`config.mk`:
```
export PLATFORM = sky130hd
export DESIGN_NAME = sio_host_regs
export DESIGN_NICKNAME = d
export VERILOG_FILES = /design/src/rtl/sio_pkg.sv /design/src/rtl/sio_rx_fifo.sv /design/src/rtl/sio_irq_ctrl.sv /design/src/rtl/sio_host_regs.sv
export SDC_FILE = /design/constraint.sdc
export NUM_CORES = 1
export LEC_CHECK = 0
export BUFFER_PORTS_ARGS = -buffer_cell sky130_fd_sc_hd__buf_2
export CORE_MARGIN = 3
export CORE_UTILIZATION = 45
export CTS_BUF_LIST = sky130_fd_sc_hd__clkbuf_4 sky130_fd_sc_hd__clkbuf_8
export CTS_CLUSTER_SIZE = 20
export DETAILED_ROUTE_END_ITERATION = 12
export HOLD_SLACK_MARGIN = 0.12
export PLACE_DENSITY = 0.66
export REMOVE_ABC_BUFFERS = 1
export SYNTH_ARGS = -nofsm -noshare
export SYNTH_HDL_FRONTEND = slang
export SYNTH_SLANG_ARGS = --single-unit
```
`constraint.sdc`:
```
create_clock -name clk -period 3.63 [get_ports clk]
set_input_delay 0 -clock clk [delete_from_list [all_inputs] [get_ports clk]]
set_output_delay 0 -clock clk [all_outputs]
set_load 0.01 [all_outputs]
```
`src/rtl/sio_pkg.sv`:
```
package sio_pkg;

  localparam int unsigned DW = 8;

  // register offsets: these positions are what host software decodes
  localparam logic [2:0] OFS_DATA = 3'd0;
  localparam logic [2:0] OFS_IEN  = 3'd1;
  localparam logic [2:0] OFS_ID   = 3'd2;
  localparam logic [2:0] OFS_LCTL = 3'd3;
  localparam logic [2:0] OFS_MCTL = 3'd4;
  localparam logic [2:0] OFS_LSTS = 3'd5;
  localparam logic [2:0] OFS_MSTS = 3'd6;
  localparam logic [2:0] OFS_SCR  = 3'd7;

  localparam int unsigned LATCH_BIT = 7;
  localparam logic [DW-1:0] NO_SEND = 8'hFF;

  typedef enum logic [3:0] {
    ID_MODEM = 4'h0,
    ID_NONE  = 4'h1,
    ID_THRE  = 4'h2,
    ID_RXTO  = 4'hC
  } id_code_e;

  // three-source priority: receive, then transmit-empty, then modem
  function automatic id_code_e pick_code(input logic rx_p, input logic th_p,
                                         input logic ms_p, input logic [3:0] en);
    if (rx_p && en[0])      return ID_RXTO;
    else if (th_p && en[1]) return ID_THRE;
    else if (ms_p && en[3]) return ID_MODEM;
    else                    return ID_NONE;
  endfunction

  // identification read value: top two bits forced high
  function automatic logic [DW-1:0] id_read(input id_code_e c);
    return {4'hC, 4'(c)};
  endfunction

  // line status: both transmit-empty bits always set, bit 0 is data ready
  function automatic logic [DW-1:0] lsts_value(input logic ready);
    return {1'b0, 1'b1, 1'b1, 4'b0000, ready};
  endfunction

endpackage

```
`src/rtl/sio_rx_fifo.sv`:
```
module sio_rx_fifo #(
  parameter int unsigned W     = 8,
  parameter int unsigned DEPTH = 16
) (
  input  logic         clk,
  input  logic         rst_n,
  input  logic         push,
  input  logic [W-1:0] din,
  input  logic         pop,
  output logic [W-1:0] dout,
  output logic         empty,
  output logic         full,
  output logic         drained
);

  localparam int unsigned AW = (DEPTH > 1) ? $clog2(DEPTH) : 1;
  localparam int unsigned CW = $clog2(DEPTH + 1);
  localparam logic [AW-1:0] LAST = AW'(DEPTH - 1);
  localparam logic [CW-1:0] CFULL = CW'(DEPTH);
  localparam logic [CW-1:0] CONE = CW'(1);

  function automatic logic [AW-1:0] ptr_next(input logic [AW-1:0] p);
    return (p == LAST) ? '0 : p + AW'(1);
  endfunction

  logic [W-1:0]  mem [DEPTH];
  logic [AW-1:0] wptr, rptr;
  logic [CW-1:0] cnt;
  logic          pop_ok, push_ok;

  assign empty   = (cnt == '0);
  assign full    = (cnt == CFULL);
  assign pop_ok  = pop && !empty;
  assign push_ok = push && (!full || pop_ok);
  assign drained = pop_ok && (cnt == CONE) && !push_ok;
  assign dout    = empty ? '0 : mem[rptr];

  always_ff @(posedge clk) begin
    if (push_ok) mem[wptr] <= din;
  end

  always_ff @(posedge clk) begin
    if (!rst_n) begin
      wptr <= '0;
      rptr <= '0;
      cnt  <= '0;
    end else begin
      if (push_ok) wptr <= ptr_next(wptr);
      if (pop_ok)  rptr <= ptr_next(rptr);
      case ({push_ok, pop_ok})
        2'b10:   cnt <= cnt + CONE;
        2'b01:   cnt <= cnt - CONE;
        default: cnt <= cnt;
      endcase
    end
  end

  AST_CNT_BOUND: assert property (@(posedge clk) disable iff (!rst_n)
    cnt <= CFULL);
  AST_FULL_DROP: assert property (@(posedge clk) disable iff (!rst_n)
    (full && push && !pop) |=> full);
  AST_DRAIN_EMPTY: assert property (@(posedge clk) disable iff (!rst_n)
    drained |=> empty);

endmodule

```
`src/rtl/sio_irq_ctrl.sv`:
```
module sio_irq_ctrl
  import sio_pkg::*;
(
  input  logic       clk,
  input  logic       rst_n,
  input  logic [3:0] ien,
  input  logic       rx_set,
  input  logic       rx_clr,
  input  logic       th_set,
  input  logic       ms_set,
  input  logic       id_rd,
  output id_code_e   code,
  output logic       rx_pend,
  output logic       th_pend,
  output logic       irq
);

  logic ms_pend;
  logic th_clr;

  assign code   = pick_code(rx_pend, th_pend, ms_pend, ien);
  assign th_clr = id_rd && (code == ID_THRE);

  always_ff @(posedge clk) begin
    if (!rst_n) begin
      rx_pend <= 1'b0;
      th_pend <= 1'b0;
      ms_pend <= 1'b0;
      irq     <= 1'b0;
    end else begin
      // a new arrival outranks a drain in the same cycle
      if (rx_set)      rx_pend <= 1'b1;
      else if (rx_clr) rx_pend <= 1'b0;
      // a new data write outranks an identification read
      if (th_set)      th_pend <= 1'b1;
      else if (th_clr) th_pend <= 1'b0;
      if (ms_set)      ms_pend <= 1'b1;
      irq <= (code != ID_NONE);
    end
  end

  AST_IRQ_LAG: assert property (@(posedge clk) disable iff (!rst_n)
    1'b1 |=> (irq == ($past(code) != ID_NONE)));
  AST_THR_CLEAR: assert property (@(posedge clk) disable iff (!rst_n)
    (id_rd && code == ID_THRE && !th_set) |=> !th_pend);
  AST_THR_KEEP: assert property (@(posedge clk) disable iff (!rst_n)
    (id_rd && code != ID_THRE && th_pend) |=> th_pend);

endmodule

```
`src/rtl/sio_host_regs.sv`:
```
module sio_host_regs
  import sio_pkg::*;
#(
  parameter int unsigned RX_DEPTH = 16
) (
  input  logic         clk,
  input  logic         rst_n,
  input  logic [2:0]   addr,
  input  logic         rd_en,
  input  logic         wr_en,
  input  logic [7:0]   wdata,
  output logic [7:0]   rdata,
  input  logic         rx_valid,
  input  logic [7:0]   rx_byte,
  output logic         tx_valid,
  output logic [7:0]   tx_byte,
  output logic         irq
);

  logic [7:0] div_lo, div_hi, lctl, fctl, mctl, scr;
  logic [3:0] ien;
  logic [7:0] msts;
  logic       latch;

  // named decode events
  logic ev_tx_wr, ev_rx_rd, ev_id_rd, ev_ien_wr;
  logic ev_div_lo_wr, ev_div_hi_wr;

  logic [7:0] q_head;
  logic       q_empty, q_full, q_drained;
  logic       rx_pend, th_pend;
  id_code_e   code;

  assign msts  = '0;
  assign latch = lctl[LATCH_BIT];

  assign ev_tx_wr     = wr_en && (addr == OFS_DATA) && !latch;
  assign ev_div_lo_wr = wr_en && (addr == OFS_DATA) &&  latch;
  assign ev_ien_wr    = wr_en && (addr == OFS_IEN)  && !latch;
  assign ev_div_hi_wr = wr_en && (addr == OFS_IEN)  &&  latch;
  assign ev_rx_rd     = rd_en && (addr == OFS_DATA) && !latch;
  assign ev_id_rd     = rd_en && (addr == OFS_ID);

  sio_rx_fifo #(.W(8), .DEPTH(RX_DEPTH)) u_rxq (
    .clk     (clk),
    .rst_n   (rst_n),
    .push    (rx_valid),
    .din     (rx_byte),
    .pop     (ev_rx_rd),
    .dout    (q_head),
    .empty   (q_empty),
    .full    (q_full),
    .drained (q_drained)
  );

  sio_irq_ctrl u_irq (
    .clk     (clk),
    .rst_n   (rst_n),
    .ien     (ien),
    .rx_set  (rx_valid),
    .rx_clr  (q_drained),
    .th_set  (ev_tx_wr),
    .ms_set  (1'b0),
    .id_rd   (ev_id_rd),
    .code    (code),
    .rx_pend (rx_pend),
    .th_pend (th_pend),
    .irq     (irq)
  );

  always_ff @(posedge clk) begin
    if (!rst_n) begin
      div_lo <= '0;
      div_hi <= '0;
      ien    <= '0;
      lctl   <= '0;
      fctl   <= '0;
      mctl   <= '0;
      scr    <= '0;
    end else if (wr_en) begin
      if (ev_div_lo_wr) div_lo <= wdata;
      if (ev_div_hi_wr) div_hi <= wdata;
      if (ev_ien_wr)    ien    <= wdata[3:0];
      case (addr)
        OFS_ID:   fctl <= wdata;
        OFS_LCTL: lctl <= wdata;
        OFS_MCTL: mctl <= wdata;
        OFS_SCR:  scr  <= wdata;
        default:  ;
      endcase
    end
  end

  always_ff @(posedge clk) begin
    if (!rst_n) begin
      tx_valid <= 1'b0;
      tx_byte  <= '0;
    end else begin
      tx_valid <= ev_tx_wr && (wdata != NO_SEND);
      if (ev_tx_wr) tx_byte <= wdata;
    end
  end

  always_comb begin
    rdata = '0;
    if (rd_en) begin
      case (addr)
        OFS_DATA: rdata = latch ? div_lo : q_head;
        OFS_IEN:  rdata = latch ? div_hi : {4'b0000, ien};
        OFS_ID:   rdata = id_read(code);
        OFS_LCTL: rdata = lctl;
        OFS_MCTL: rdata = mctl;
        OFS_LSTS: rdata = lsts_value(!q_empty);
        OFS_MSTS: rdata = msts;
        default:  rdata = scr;
      endcase
    end
  end

  AST_TX_NO_FF: assert property (@(posedge clk) disable iff (!rst_n)
    tx_valid |-> (tx_byte != NO_SEND));
  AST_LATCH_NO_TX: assert property (@(posedge clk) disable iff (!rst_n)
    (wr_en && addr == OFS_DATA && latch) |=> !tx_valid);
  AST_FCR_HOLD: assert property (@(posedge clk) disable iff (!rst_n)
    (wr_en && addr == OFS_ID) |=> (fctl == $past(wdata)));
  AST_RXPEND_DATA: assert property (@(posedge clk) disable iff (!rst_n)
    rx_pend |-> !q_empty);
  AST_FULL_QUEUE: assert property (@(posedge clk) disable iff (!rst_n)
    q_full |-> rx_pend);
  AST_THR_SEEN: assert property (@(posedge clk) disable iff (!rst_n)
    ev_tx_wr |=> th_pend);

endmodule

```
======== Word-level counts from Yosys, hierarchy flattened ========
Memory sizes are Yosys's and may differ from the RTL's. A register that Yosys moved wholly into a read port is not among the register bits.
Cells that the tools add are included.
word-level totals
  register bits after elaboration ......... 69
  RAM bits ................................ 128
  input bits .............................. 24
  output and inout bits ................... 18
  word-level logic and storage cells ...... 86
  memories ................................ 1
cells by class
  add/sub/neg operators ................... 4
  equality and inequality tests ........... 16
  muxes and demuxes ....................... 18
  reductions and logical operators ........ 33
memories
  memory     depth  width  read ports  clocked after memory_dff  write ports  line               RTL
  u_rxq.mem  16     8      1           1                         1            sio_rx_fifo.sv:26  logic [W-1:0] mem [DEPTH];
operator list
  cell                 number
  $pmux 8 s7           1
  $mux 8               4
  $mux 4               5
  $logic_and 1x1->1    17
  $eq 3x3->1 const B   4
  $reduce_and 2->1     6
  $pmux 5 s2           1
  $add 4x1->4 const B  2
  $eq 4x4->1 const B   2
  $ne 8x8->1 const B   1
  $eq 3x2->1 const B   2
  $mux 1               6
  $reduce_bool 2->1    3
  $add 5x1->5 const B  1
  $eq 5x1->1 const B   1
  $eq 5x5->1 const B   1
  $logic_not 5->1      1
  $sub 5x1->5 const B  1
  $eq 4x2->1 const B   1
  $logic_not 1->1      4
  $ne 4x1->1 const B   1
  $eq 3x1->1 const B   1
  $logic_not 3->1      1
  $eq 2x1->1 const B   1
  other kinds (3)      3

======== Logic depth before layout (Yosys ltp) ========
  depth in word-level cells ............... 10
  mapped depth ............................ 10

======== By module ========
Synthesis repeated with hierarchy kept, for this count alone.
unflattened totals
  cell total of the unflattened synthesis .. 664
  area total of the unflattened synthesis .. 8882.3 um^2
by module, submodules not included
  module         times used  cells each  area an instance (um^2)  sequential area each (um^2)
  sio_rx_fifo    1           320         5919.4                   4184.0
  sio_host_regs  1           328         2806.4                   1061.0
  sio_irq_ctrl   1           16          156.4                    80.1

======== Worst setup path after synthesis ========
No wires, ideal clock.
  kind .................................... input to register
  start point ............................. input addr[2]
  end point ............................... memory u_rxq.mem[4][0] (enable)
  library setup time ...................... 0.385 ns
  data arrival time ....................... 1.843 ns
  data required time ...................... 3.245 ns
  setup slack ............................. 1.401 ns
  stages on the path ...................... 5
  path buffers ............................ 1
  path through ............................ buf_6 > or4b_4 > o2111ai_4 > nand3_1 > nor3b_1
on the way
  word-level cells in the longest chain between the ends .. 8
ends and longest elaborated chain
  element                         line                 RTL
  start: declaration              sio_host_regs.sv:8   input logic [2:0] addr,
  $logic_not 3->1                 sio_host_regs.sv:41  assign ev_rx_rd = rd_en && (addr == OFS_DATA) && !latch;
  $logic_and 1x1->1 (2 in a row)  sio_host_regs.sv:41
  $logic_and 1x1->1               sio_rx_fifo.sv:33    assign pop_ok = pop && !empty;
  $logic_or 1x1->1                sio_rx_fifo.sv:34    assign push_ok = push && (!full || pop_ok);
  $logic_and 1x1->1               sio_rx_fifo.sv:34
  $mux 1                          sio_rx_fifo.sv:39    if (push_ok) mem[wptr] <= din;
  $mux 1 (implied by the code)    sio_rx_fifo.sv:39
  end: declaration                sio_rx_fifo.sv:26
Every way passes these cells.

==> reports/metrics.cfg <==
[status]
status=finished, final reports clean

[critical_path]
crit_family=flip-flops
worstPathMaxFanout=19
cp-end-kind=output port
required_ns=3.63
path_cells=buf_4 > mux4_2 > mux2_2 > a22oi_1 > a21oi_1 > o221a_2 > buf_2
max_stage_delay_ns=0.91
crit_buf_inv=2
critical_path_class=reg2out
slowest_stage=dfxtp_1
cp.arrival_ns=3.12
cp-start-kind=flip-flop

[floorplanning]
core_sq_um=18390
fp.dieW_um=144.4
start_util_pct=46.83
row_count=49
ios=42
dieHeight_um=144.4
dieArea_sq_um=20840

[timing]
tightest_slew_ns=1.023
finalCritPeriodShare_pct=85.88
rsz0062_at_grt=no
setup_viol=0
relSlewSlack_pct=31.83
fmax_ghz=0.3208
slew_violations=0
fin_skew_ns=0.02372
period_needed_ns=3.118
setup_tns_ns=0
hold_viol=0

[yosys]
synthArstFlopShare_pct=0
syn_avg_cell_area_sq_um=13.46
syn_inst=640
yosys_warnings=0
synth.cell_area_sq_um=8613
synth_ff_type=edfxtp_1
synth.yosys.seq_area_share_pct=61.59
synth-edff-count=128
ys_seq_elements=201
ys_types=60

[route]
wl_per_cell_um=21.42
via_count=5677
drcViolationCount=0
ant_nets=0
viasPerCell=5.865
wirelength_um=20740
drt_first_pass_iters=5
drt_iter0_drc=499

[power]
peakVddDrop_v=0.0002720
intPower_uw=3553
p_leak_uw=0.003388
switching_share_pct=22.62
p_per_area_nw_per_um2=464.2
pwr-share-clk_pct=39.8
power_frac_seq_pct=54.0
p_switching_uw=1039
total_power_uw=4592
pwr-share-comb_pct=6.2

[clock_network]
cts_max_path_buffers=3
path_clk_slew_ns=0.06
cts_tree=done
cts_buffers=31
cts.sinks=201
clockRootBuffer=clkbuf_8
insertion_delay_ns=0.58
cts.htree.levels=1
ctsResizeCount=0

[finish]
drive_gt1_share_pct=20.43
fill_cells=1534
num_antenna_cells=0
fin_nets=749
instances_no_fill=968
syn_to_final_growth_pct=14.85
utilization_pct=53.78

[grt]
grt_pass1_wl_um=32200
grt_max_degree=71
grt_pass1_vias=5670
antenna_found_initial=0
gr-total-overflow=0
track_usage_pct=20.16

[hold_path]
hold_class=in2reg

[job]
maxCapViolations=0

[placed_design]
hpwl_um=13730
placed_cells=885
port_buffers=41
place.gp.congestion=0.8618

[cell usage in the layout, fill, tap and decap left out, types with 3 or more instances in the layout]
cell type	Yosys	routed
clkbuf_4	0	10
a31oi_1	4	4
inv_1	9	9
xnor2_1	3	3
dfxtp_1	73	72
o22ai_1	4	4
nor3b_1	4	4
nand4_1	4	4
nor2_1	13	13
mux2i_1	44	44
mux2_2	13	13
nor3_1	6	6
nand2_1	73	73
o21a_1	3	3
a22oi_1	5	5
edfxtp_1	128	128
nor2b_1	35	35
o21ai_0	9	9
and3_1	10	10
clkbuf_8	0	35
buf_4	2	10
a21oi_1	18	18
o221a_2	3	3
a21boi_0	27	27
a211oi_1	4	4
buf_2	11	41
dlygate4sd3_1	0	26
clkinv_1	2	11
and2_1	11	11
mux4_2	27	27
nand3_1	18	18
ha_1	10	10
xor2_1	3	3
o211ai_1	5	5
[flip-flops by register name, indices dropped and copies added, names as in the netlist, named ones only]
name	cells
u_rxq.mem	128
u_rxq.cnt	5
tx_valid	1
ien	4
u_irq.rx_pend	1
u_irq.th_pend	1
scr	8
tx_byte	8
div_lo	8
lctl	8
u_irq.irq	1
div_hi	8
u_rxq.rptr	4
mctl	8
u_rxq.wptr	4
[per-stage QoR]
step	hold slack [ns]	worst slack, ns	instance area (sq um)
global placement	0.3410	1.085	9020
CTS	0.1294	0.4432	9892
global route	0.1832	0.2997	9892
floorplan	0.09887	0.9976	8452
detailed placement	0.3481	1.088	9020
finish	0.1683	0.5125	9892
[final cells by class]
| type | instances | area, sq um | share of cell area [%] |
|---|---|---|---|
| clock inverters | 12 | 55.05 | 0.5565 |
| inverters | 11 | 41.29 | 0.4174 |
| well taps | 229 | 286.5 | 2.897 |
| repair buffers | 77 | 540.5 | 5.464 |
| flip-flops and latches | 201 | 5306 | 53.64 |
| multi-input cells | 393 | 3105 | 31.39 |
| clock buffers | 45 | 556.8 | 5.629 |
[what timing repair did]
item,4_1_cts,5_1_grt
buffers inserted,0,0
hold buffers,26,0
hold endpoints to repair,187,0
[worst paths after layout]
path | startpoint | end | slack, ns | cells after the start
worst min-delay path | rst_n | u_irq.th_pend$_SDFFE_PN0P_ | 0.17 | 2
worst max register to register | u_rxq.cnt[0]$_SDFFE_PN0P_ | u_rxq.cnt[3]$_SDFFE_PN0P_ | 1.07 | 10
worst max-delay path | flip-flop | rdata[7] | 0.51 | 7
worst min register to register | lctl[2]$_SDFFE_PN0P_ | lctl[2]$_SDFFE_PN0P_ | 0.47 | 2
[power by group through the flow]
stage          Combinational, uW  Sequential (uW)  Clock [uW]
6_report                     285             2480        1830
5_1_grt                      310             2480        1990
4_1_cts                      282             2480        1870
3_5_place_dp                 262             2530           0
3_3_place_gp                 256             2530           0
2_1_floorplan                141             2520           0
[metal layers]
metal  routed length [um]  vias to the layer above  track usage (%)  part of all wire [%]
met1                 8916                     2809            27.21                    43
met4                  609                        0            6.873                   2.9
li1                     -                     2566                -                     -
met2                 9768                      250            33.02                    47
met3                 1444                       52            3.803                   7.0
met5                    0                        -                0                     0
[Yosys cell counts, types with 3 or more instances]
cell	number	area, sq um
clkbuf_1	18	67.56
edfxtp_1	128	3844
dfxtp_1	73	1461
o21ai_0	9	45.04
buf_2	11	55.05
o221a_2	3	33.78
inv_1	9	33.78
nor2b_1	35	219.0
nor3b_1	4	30.03
mux2_2	13	146.4
nand3_1	18	90.09
a21boi_0	27	202.7
xnor2_1	3	26.28
a211oi_1	4	30.03
o211ai_1	5	37.54
xor2_1	3	26.28
ha_1	10	125.1
mux2i_1	44	440.4
a31oi_1	4	25.02
a22oi_1	5	37.54
nor3_1	6	30.03
a21oi_1	18	90.09
and2_1	11	68.82
nand2_1	73	274.0
and3_1	10	62.56
o21a_1	3	22.52
nand4_1	4	25.02
nor2_1	13	48.80
mux4_2	27	608.1
o22ai_1	4	25.02
[worst reg2reg max path, cell delays in order, from the launching register on]
cell     delay (ns)
dfxtp_1        0.44
inv_1          0.10
ha_1           0.26
nor4b_2        0.22
nor3_4         0.37
ha_1           0.35
nor4b_1        0.27
a31oi_1        0.07
nor2_1         0.14
xor2_1         0.08
and2_1         0.15
[cells by family (layout without fill, tap and decap cells)]
group / Yosys count / in the layout / synth area share (%)
mux: 84 / 84 / 13.87
fa+ha+maj: 10 / 10 / 1.453
xor+xnor: 6 / 6 / 0.6102
flops: 201 / 201 / 61.59
compound gates: 103 / 103 / 8.701
simple gates: 190 / 190 / 11.42
buf+inv: 46 / 145 / 2.353
Note: power is estimated with default switching activity, not from simulation.
